$ cat config.mk
export PLATFORM = sky130hd
export DESIGN_NAME = mfuse_classifier
export DESIGN_NICKNAME = d
export VERILOG_FILES = /design/src/rtl/mfuse_pkg.sv /design/src/rtl/mfuse_decide.sv /design/src/rtl/mfuse_slot_seq.sv /design/src/rtl/mfuse_counters.sv /design/src/rtl/mfuse_classifier.sv
export SDC_FILE = /design/constraint.sdc
export NUM_CORES = 1
export LEC_CHECK = 0
export BUFFER_PORTS_ARGS = -buffer_cell sky130_fd_sc_hd__buf_2
export CORE_MARGIN = 5
export CORE_UTILIZATION = 53
export CTS_CLUSTER_SIZE = 8
export DETAILED_ROUTE_END_ITERATION = 16
export PLACE_DENSITY = 0.8
export SLEW_MARGIN = 25
export SYNTH_ARGS = -nofsm -noshare
export SYNTH_HDL_FRONTEND = slang
export SYNTH_SLANG_ARGS = --single-unit
$ cat constraint.sdc
create_clock -name clk -period 3.4 [get_ports clk]
set_input_delay 0.51 -clock clk [delete_from_list [all_inputs] [get_ports clk]]
set_output_delay 0.51 -clock clk [all_outputs]
set_load 0.005 [all_outputs]
$ cat src/rtl/mfuse_pkg.sv
// Package: shared encodings for the fusion slot classifier.
// Assumes: all users pack these enums into 2-bit port fields.
package mfuse_pkg;

    typedef enum logic [1:0] {
        MODE_NOMEM = 2'd0,
        MODE_BASE  = 2'd1,
        MODE_INDEX = 2'd2,
        MODE_IPREL = 2'd3
    } addr_mode_e;

    typedef enum logic [1:0] {
        DST_REG = 2'd0,
        DST_MEM = 2'd1,
        DST_RMW = 2'd2,
        DST_RSV = 2'd3
    } dst_kind_e;

    typedef enum logic [1:0] {
        SK_PLAIN = 2'd0,
        SK_FUSED = 2'd1,
        SK_LOAD  = 2'd2,
        SK_ALU   = 2'd3
    } slot_kind_e;

endpackage

$ cat src/rtl/mfuse_decide.sv
// Module: mfuse_decide
// Purely combinational fusion decision for one instruction.
// Assumes: destination code 3 is not used; it is treated as a plain register.
module mfuse_decide
    import mfuse_pkg::*;
(
    input  logic [1:0] mode,
    input  logic [1:0] dst,
    input  logic       imm,
    output logic [1:0] first_kind,
    output logic       split
);

    addr_mode_e mode_e;
    dst_kind_e  dst_e;
    logic       iprel_imm;
    logic       index_unlam;

    assign mode_e = addr_mode_e'(mode);
    assign dst_e  = dst_kind_e'(dst);

    // Purpose: find the two conditions that break a load-ALU pair apart.
    always_comb begin
        iprel_imm   = (mode_e == MODE_IPREL) && imm;
        index_unlam = (mode_e == MODE_INDEX) && (dst_e != DST_RMW);
    end

    // Purpose: choose the kind of the first slot and whether a second follows.
    always_comb begin
        split      = 1'b0;
        first_kind = SK_FUSED;
        if (mode_e == MODE_NOMEM) begin
            first_kind = SK_PLAIN;
        end else if (iprel_imm || index_unlam) begin
            split      = 1'b1;
            first_kind = SK_LOAD;
        end
    end

endmodule

$ cat src/rtl/mfuse_slot_seq.sv
// Module: mfuse_slot_seq
// One-entry output register that presents one or two slots per instruction.
// Assumes: downstream obeys valid/ready; a split always yields load then ALU.
module mfuse_slot_seq
    import mfuse_pkg::*;
#(
    parameter int TAG_W = 6,
    parameter int OP_W  = 3
) (
    input  logic             clk,
    input  logic             rst_n,
    input  logic             in_valid,
    output logic             in_ready,
    input  logic [OP_W-1:0]  in_op,
    input  logic [TAG_W-1:0] in_tag,
    input  logic [1:0]       dec_kind,
    input  logic             dec_split,
    output logic             slot_valid,
    input  logic             slot_ready,
    output logic [1:0]       slot_kind,
    output logic [OP_W-1:0]  slot_op,
    output logic [TAG_W-1:0] slot_tag,
    output logic             slot_fire
);

    logic             v_q;
    logic             pend_q;
    slot_kind_e       kind_q;
    logic [OP_W-1:0]  op_q;
    logic [TAG_W-1:0] tag_q;
    logic             in_fire;

    // Purpose: handshake terms on both sides.
    always_comb begin
        slot_fire = v_q && slot_ready;
        in_ready  = !pend_q && (!v_q || slot_ready);
        in_fire   = in_valid && in_ready;
    end

    // Purpose: advance the held record, emitting the ALU half after a load half.
    always_ff @(posedge clk) begin
        if (!rst_n) begin
            v_q    <= 1'b0;
            pend_q <= 1'b0;
            kind_q <= SK_PLAIN;
            op_q   <= '0;
            tag_q  <= '0;
        end else if (slot_fire && pend_q) begin
            kind_q <= SK_ALU;
            pend_q <= 1'b0;
        end else if (in_fire) begin
            v_q    <= 1'b1;
            kind_q <= slot_kind_e'(dec_kind);
            pend_q <= dec_split;
            op_q   <= in_op;
            tag_q  <= in_tag;
        end else if (slot_fire) begin
            v_q <= 1'b0;
        end
    end

    assign slot_valid = v_q;
    assign slot_kind  = kind_q;
    assign slot_op    = op_q;
    assign slot_tag   = tag_q;

    // no new instruction while a second half is owed.
    p_ready_low_pending_r6: assert property (@(posedge clk) disable iff (!rst_n)
        (v_q && slot_kind_e'(slot_kind) == SK_LOAD) |-> !in_ready);

    // a transferred load half is followed by its ALU half.
    p_alu_after_load_r6: assert property (@(posedge clk) disable iff (!rst_n)
        (slot_fire && slot_kind_e'(slot_kind) == SK_LOAD)
        |=> (slot_valid && slot_kind_e'(slot_kind) == SK_ALU && $stable(slot_tag)));

    // a stalled record does not move.
    p_hold_stall_r7: assert property (@(posedge clk) disable iff (!rst_n)
        (slot_valid && !slot_ready)
        |=> (slot_valid && $stable(slot_kind) && $stable(slot_tag) && $stable(slot_op)));

endmodule

$ cat src/rtl/mfuse_counters.sv
// Module: mfuse_counters
// Fused-domain slot counter and unfused-domain uop counter.
// Assumes: uop_n is 1 or 2 whenever slot_inc is high.
module mfuse_counters #(
    parameter int CNT_W = 32
) (
    input  logic             clk,
    input  logic             rst_n,
    input  logic             clr,
    input  logic             slot_inc,
    input  logic [1:0]       uop_n,
    output logic [CNT_W-1:0] issued,
    output logic [CNT_W-1:0] executed
);

    localparam logic [CNT_W-1:0] ONE = CNT_W'(1);

    // Purpose: accumulate with wrap; clear wins over an increment.
    always_ff @(posedge clk) begin
        if (!rst_n || clr) begin
            issued   <= '0;
            executed <= '0;
        end else if (slot_inc) begin
            issued   <= issued + ONE;
            executed <= executed + CNT_W'(uop_n);
        end
    end

    // clear zeroes both counters at the next edge.
    p_clear_r9: assert property (@(posedge clk) disable iff (!rst_n)
        clr |=> (issued == '0 && executed == '0));

    // one slot per transfer on the issued counter.
    p_issue_step_r8: assert property (@(posedge clk) disable iff (!rst_n)
        (!clr && slot_inc) |=> (issued == CNT_W'($past(issued) + ONE)));

    // executed moves by one or two per transfer.
    p_exec_step_r8: assert property (@(posedge clk) disable iff (!rst_n)
        (!clr && slot_inc) |=> (executed != $past(executed)));

endmodule

$ cat src/rtl/mfuse_classifier.sv
// Module: mfuse_classifier (top)
// Decides load/ALU fusion per memory instruction, emits slots and uop flags,
// and counts fused-domain slots and unfused-domain uops.
// Assumes: one instruction per cycle at most; destination code 3 unused.
module mfuse_classifier
    import mfuse_pkg::*;
#(
    parameter int TAG_W = 6,
    parameter int OP_W  = 3,
    parameter int CNT_W = 32
) (
    input  logic             clk,
    input  logic             rst_n,
    input  logic             cnt_clr,
    input  logic             in_valid,
    output logic             in_ready,
    input  logic [OP_W-1:0]  in_op,
    input  logic [1:0]       in_dst,
    input  logic [1:0]       in_mode,
    input  logic             in_imm,
    input  logic [TAG_W-1:0] in_tag,
    output logic             slot_valid,
    input  logic             slot_ready,
    output logic [1:0]       slot_kind,
    output logic [OP_W-1:0]  slot_op,
    output logic [TAG_W-1:0] slot_tag,
    output logic             exe_load_v,
    output logic             exe_alu_v,
    output logic [CNT_W-1:0] cnt_issued,
    output logic [CNT_W-1:0] cnt_executed
);

    logic [1:0] dec_kind;
    logic       dec_split;
    logic       slot_fire;
    logic [1:0] uop_n;
    slot_kind_e kind_e;

    mfuse_decide u_decide (
        .mode       (in_mode),
        .dst        (in_dst),
        .imm        (in_imm),
        .first_kind (dec_kind),
        .split      (dec_split)
    );

    mfuse_slot_seq #(.TAG_W(TAG_W), .OP_W(OP_W)) u_seq (
        .clk        (clk),
        .rst_n      (rst_n),
        .in_valid   (in_valid),
        .in_ready   (in_ready),
        .in_op      (in_op),
        .in_tag     (in_tag),
        .dec_kind   (dec_kind),
        .dec_split  (dec_split),
        .slot_valid (slot_valid),
        .slot_ready (slot_ready),
        .slot_kind  (slot_kind),
        .slot_op    (slot_op),
        .slot_tag   (slot_tag),
        .slot_fire  (slot_fire)
    );

    assign kind_e = slot_kind_e'(slot_kind);

    // Purpose: map the transferred slot kind onto execution-unit uops.
    always_comb begin
        exe_load_v = slot_fire && (kind_e == SK_FUSED || kind_e == SK_LOAD);
        exe_alu_v  = slot_fire && (kind_e != SK_LOAD);
        uop_n      = {1'b0, exe_load_v} + {1'b0, exe_alu_v};
    end

    mfuse_counters #(.CNT_W(CNT_W)) u_cnt (
        .clk      (clk),
        .rst_n    (rst_n),
        .clr      (cnt_clr),
        .slot_inc (slot_fire),
        .uop_n    (uop_n),
        .issued   (cnt_issued),
        .executed (cnt_executed)
    );

    // a plain slot never carries a load uop.
    p_plain_no_load_r1: assert property (@(posedge clk) disable iff (!rst_n)
        (slot_valid && kind_e == SK_PLAIN) |-> !exe_load_v);

    // a fused slot always sends both uops.
    p_fused_two_uops_r2: assert property (@(posedge clk) disable iff (!rst_n)
        (slot_valid && slot_ready && kind_e == SK_FUSED) |-> (exe_load_v && exe_alu_v));

endmodule

# Word level (Yosys, flattened, before mapping)
# Cells that the tools add are included.
# Widths: inputs -> output; s select.
# totals
ff_bits	77
elab_cells	47
# op_classes
n_bitwise	2
reduce_logical	21
n_mux	8
add_sub_neg	3
eq_ne	6
# ops
operator	n
$add 32x1->32 const B	1
$add 32x2->32	1
$logic_and 1x1->1	8
$mux 2	4
$eq 2x2->1 const B	3
$logic_or 1x1->1	4
$mux 1	4
$ne 2x2->1 const B	2
$reduce_and 2->1	2
$reduce_bool 2->1	2
$logic_not 1->1	3
$add 1x1->2	1
$eq 2x1->1 const B	1
$logic_not 2->1	1
$not 1->1	2
$reduce_or 2->1	1

# Logic depth before layout (Yosys ltp)
# depth
word_depth	7
mapped_depth	11

# Hierarchy
# Synthesis repeated with hierarchy kept, for this count alone.
# unflattened
hier_cells	439
area_unflattened_um2	3787.4
# by_module_without_submodules
module	area_each_um2	instances	cells_each
mfuse_counters	3120.5	1	362
mfuse_slot_seq	561.8	1	65
mfuse_classifier	56.3	1	5
mfuse_decide	48.8	1	7

# Least setup slack after synthesis
# OpenSTA, ideal clock, no wires.
# synth_path
kind	register -> register
from	reg u_seq.kind_q[0], in the netlist u_seq.slot_kind[0]
to	reg u_cnt.executed[22]
setup_ns	0.070
slack_ns	0.752
stages_incl_launch_ff	12
period_less_slack_ns	2.648
arrival_time_ns	2.578
n_path_buf	2
cell_sequence	dfxtp_1 -> inv_1 -> ha_1 -> nor2_1 -> fa_1 -> ha_1 -> and4_1 -> clkbuf_1 -> nand3_1 -> clkbuf_1 -> or4_1 -> a21oi_1
# synth_via
elab_chain_len	5
elab_cells_between_ends	8
cone_classes	2 x add/sub; 3 x eq/ne; 3 x reduce/logical
# synth_rtl
element	line	text
start, declared	mfuse_slot_seq.sv:28	slot_kind_e kind_q;
start signal, assigned	mfuse_slot_seq.sv:53	kind_q <= slot_kind_e'(dec_kind);
$eq 2x1->1 or $eq 2x2->1 (tied branches)	mfuse_classifier.sv:68	exe_load_v = slot_fire && (kind_e == SK_FUSED || kind_e == SK_LOAD);
$logic_or 1x1->1 *	mfuse_classifier.sv:68	
$logic_and 1x1->1 *	mfuse_classifier.sv:68	
via exe_load_v	mfuse_classifier.sv:27	output logic exe_load_v,
$add 1x1->2 *	mfuse_classifier.sv:70	uop_n = {1'b0, exe_load_v} + {1'b0, exe_alu_v};
$add 32x2->32 *	mfuse_counters.sv:25	executed <= executed + CNT_W'(uop_n);
end signal, assigned	mfuse_counters.sv:25	
end, declared	mfuse_counters.sv:13	output logic [CNT_W-1:0] executed
# The timed path passes the listed nets; every way through them passes the cells marked *.
# A chain may end at the register's enable or synchronous reset.

# Worst setup path after layout
# layout_path
from	reg u_seq.v_q, in the netlist u_seq.slot_valid
to	reg u_cnt.executed[26]
# layout_via
elab_chain_len	4
elab_cells_between_ends	5
cone_classes	2 x add/sub; 3 x reduce/logical
# layout_rtl
element	line	text
start, declared	mfuse_slot_seq.sv:26	logic v_q;
start signal, assigned	mfuse_slot_seq.sv:43	v_q <= 1'b0;
start signal, assigned	mfuse_slot_seq.sv:52	v_q <= 1'b1;
start signal, assigned	mfuse_slot_seq.sv:58	v_q <= 1'b0;
$logic_and 1x1->1 *	mfuse_slot_seq.sv:35	slot_fire = v_q && slot_ready;
$logic_and 1x1->1, on equally long branches	mfuse_classifier.sv:68, mfuse_classifier.sv:69	
$add 1x1->2	mfuse_classifier.sv:70	
$add 32x2->32	mfuse_counters.sv:25	
# Every way passes the cells marked *; elsewhere a longest branch is shown, timed or not.

==> flow_metrics.env <==
export IMPL_status="completed"
export IMPL_die_w_um=93.5
export IMPL_yosysMostFrequentCell="dfxtp_1"
export IMPL_grt_start_max_net_pins=39
export IMPL_wire_per_inst_um=14.9
export IMPL_grt_first_pass_wirelength_um=15600
export IMPL_drtAntennaViolNets=0
export IMPL_synth_common_cells="dfxtp_1, nand2_1, a21oi_1"
export IMPL_clock_latency_ns=0.34
export IMPL_finalSetupViolations=0
export IMPL_p_sw_uw=367
export IMPL_fin_setup_tns_ns=0
export IMPL_drt_pre_antenna_iters=4
export IMPL_layout_cells_non_filler=631
export IMPL_async_reset_ff_share_pct=0
export IMPL_critPathLaunchType="register"
export IMPL_dr_total_vias=3691
export IMPL_io_buffers=97
export IMPL_reg2reg_slack_ns=0.36
export IMPL_dieArea_um2=8740
export IMPL_fmax_mhz=329
export IMPL_hold_depth=3
export IMPL_die_h_um=93.5
export IMPL_rows=30
export IMPL_synthTopCellsByArea="dfxtp_1, nand2_1, a21oi_1"
export IMPL_placed_cells=617
export IMPL_wl_um=9390
export IMPL_htree_levels=3
export IMPL_critPathBufInv=0
export IMPL_finalHoldViolations=0
export IMPL_fin_nets=555
export IMPL_antenna_found_initial=0
export IMPL_drive_gt1_share_pct=22.4
export IMPL_p_comb_share_pct=5.3
export IMPL_final_cell_area_um2=4370
export IMPL_path_delay_family="simple AND/OR/NAND/NOR gates"
export IMPL_syn_inst=450
export IMPL_synth_net_count=473
export IMPL_r2r_end="u_cnt.executed[26]"
export IMPL_max_slew_margin_pct=49.7
export IMPL_critPathMaxStageDelay_ns=0.57
export IMPL_ys_ff_latch=77
export IMPL_pin_count=98
export IMPL_worstRegToRegCells=8
export IMPL_drc_errors=0
export IMPL_swShare_pct=22.8
export IMPL_min_to="u_seq.slot_tag[1]"
export IMPL_coreArea_um2=6790
export IMPL_areaGrowthSynthToFinish_pct=18.4
export IMPL_diodes=0
export IMPL_pre_cts_slack_ns=0.239
export IMPL_yosysWarnings=0
export IMPL_slew_viol_final=0
export IMPL_yosysTopAreaCellShare_pct=41.7
export IMPL_clk_pin_slew_ns=0.07
export IMPL_cts_buffers=9
export IMPL_max_cap_violations=0
export IMPL_numClockSinks=77
export IMPL_hold_path_class="in2reg"
export IMPL_clockRootBuffer="clkbuf_8"
export IMPL_netlist_area_um2=3690
export IMPL_cts_resized=0
export IMPL_grtUsageTotal_pct=21.8
export IMPL_worstPathCellList="nand2_1 -> nor2_1 -> fa_1 -> ha_1 -> and4_1 -> nand3_1 -> or4_1 -> a21oi_1"
export IMPL_synth_edf_count=0
export IMPL_yosys_area_top_type="dfxtp_1"
export IMPL_slowest_stage="or4_1"
export IMPL_gp_congestion=0.860
export IMPL_peakVddDrop_mv=0.238
export IMPL_grt_remaining_overflow=0
export IMPL_first_iter_violations=175
export IMPL_post_cts_buffers=0
export IMPL_cts_hold_fix_buffers=0
export IMPL_power_uw=1610
export IMPL_ys_seq_area_share_pct=41.7
export IMPL_period_needed_ns=3.04
export IMPL_leakagePower_uw=0.00169
export IMPL_regToRegStartpoint="u_seq.slot_valid"
export IMPL_p_clk_share_pct=37.4
export IMPL_synthFlopType="dfxtp_1"
export IMPL_fin_ws_ns=0.361
export IMPL_p_seq_share_pct=57.3
export IMPL_tritoncts="yes"
export IMPL_hold_start="in_tag[1]"
export IMPL_dp_hpwl_um=6740
export IMPL_pwr_density_cell_nw_per_um2=368
export IMPL_vias_per_cell=5.85
export IMPL_grt_setup_unrepaired="false"
export IMPL_p_int_uw=1240
export IMPL_required_ns=3.67
export IMPL_critPathKind="reg2reg"
export IMPL_skew_ns=0.00998
export IMPL_fin_crit_sh_pct=89.4
export IMPL_ctsLongestPathBuffers=2
export IMPL_endpoint_kind="register"
export IMPL_critPathMaxFanout=11
export IMPL_start_util_pct=54.3
export IMPL_worst_pin_slew_ns=0.754
export IMPL_grt_pass1_vias=3325
export IMPL_synth_distinct_cells=41
export IMPL_avgSynthCellArea_um2=8.21
export IMPL_place_area_um2=4210
export IMPL_worstPathArrival_ns=3.31
final cells by class:
type	count	area, um^2
Timing Repair Buffer	99	500
Inverter	14	52.6
Sequential cell	77	1540
Clock inverter	2	10.0
Fill cell	595	2420
Tap cell	96	120
Clock buffer	12	155
Multi-Input combinational cell	331	1990
worst register-to-register path: cells and delay by family (launching register included):
| kind | cells | cell delay [ns] |
|---|---|---|
| AOI/OAI and AO/OA | 1 | 0.15 |
| DFF | 1 | 0.47 |
| adders and majority gates | 2 | 0.58 |
| and+or+nand+nor | 5 | 1.81 |
worst max-delay path by stage:
stage | startpoint | endpoint | cells past startpoint
2_1_floorplan | u_seq.slot_kind[0] | u_cnt.executed[22] | 11
3_3_place_gp | slot_ready | u_cnt.executed[26] | 9
3_5_place_dp | slot_ready | u_cnt.executed[26] | 9
4_1_cts | u_seq.slot_valid | u_cnt.executed[26] | 8
5_1_grt | u_seq.slot_valid | u_cnt.executed[16] | 8
6_report | u_seq.slot_valid | u_cnt.executed[26] | 8
kinds of logic (layout without fill, tap and decap cells):
family | after synthesis | in the layout | synth area share, %
buf+inv | 42 | 127 | 4.37
simple gates | 212 | 212 | 31.3
fa+ha+maj | 4 | 4 | 1.56
compound gates | 91 | 91 | 15.1
flops | 77 | 77 | 41.7
mux | 6 | 6 | 1.63
xor+xnor | 18 | 18 | 4.27
layer usage:
metal	track usage, %	vias to the layer above	part of all wire, %
met3	4.83	9	7.0
met4	7.20	0	1.2
met2	36.7	127	49
li1	-	1816	-
met5	0	-	0
met1	27.4	1739	43
metrics by stage:
| step | hold slack [ns] | utilization, % |
|---|---|---|
| finish | 0.408 | 64.3 |
| CTS | 0.399 | 64.3 |
| floorplan | 0.453 | - |
| global route | 0.413 | 64.3 |
| global placement | 0.439 | 61.9 |
| detailed placement | 0.447 | 61.9 |
power groups by stage:
stage,Combinational (uW),Clock (uW),Sequential [uW]
after global routing,96.1,658,922
after global placement,83.7,0,941
after detailed placement,85.3,0,942
final,85.2,602,921
after CTS,85.7,620,920
after floorplan,48.7,0,942
flip-flops by register name (all words and copies together) (netlist names):
register          flops
u_cnt.executed       32
u_cnt.issued         32
u_seq.pend_q          1
u_seq.slot_kind       2
u_seq.slot_op         3
u_seq.slot_tag        6
u_seq.slot_valid      1
layout by cell type (no fill, tap or decap), drive strengths merged:
cell and count:
and2 8, a31oi 2, xor2 11, nand2b 12, inv 14, nor2 24, a41o 2, clkbuf 12
nor3 2, nand4b 1, mux2i 6, or3 8, or4 23, o31ai 19, o21ai 11, fa 1
and4 12, dfxtp 77, ha 3, nor2b 2, or4b 1, or2 1, a21oi 45, o211ai 2
nand3 21, nor4 5, xnor2 7, nand4 25, o311ai 5, a31o 1, and3 4, a311oi 1
buf 99, nand2 63, clkinv 2, o41ai 3
No activity file was read; power rests on OpenSTA's default activity.
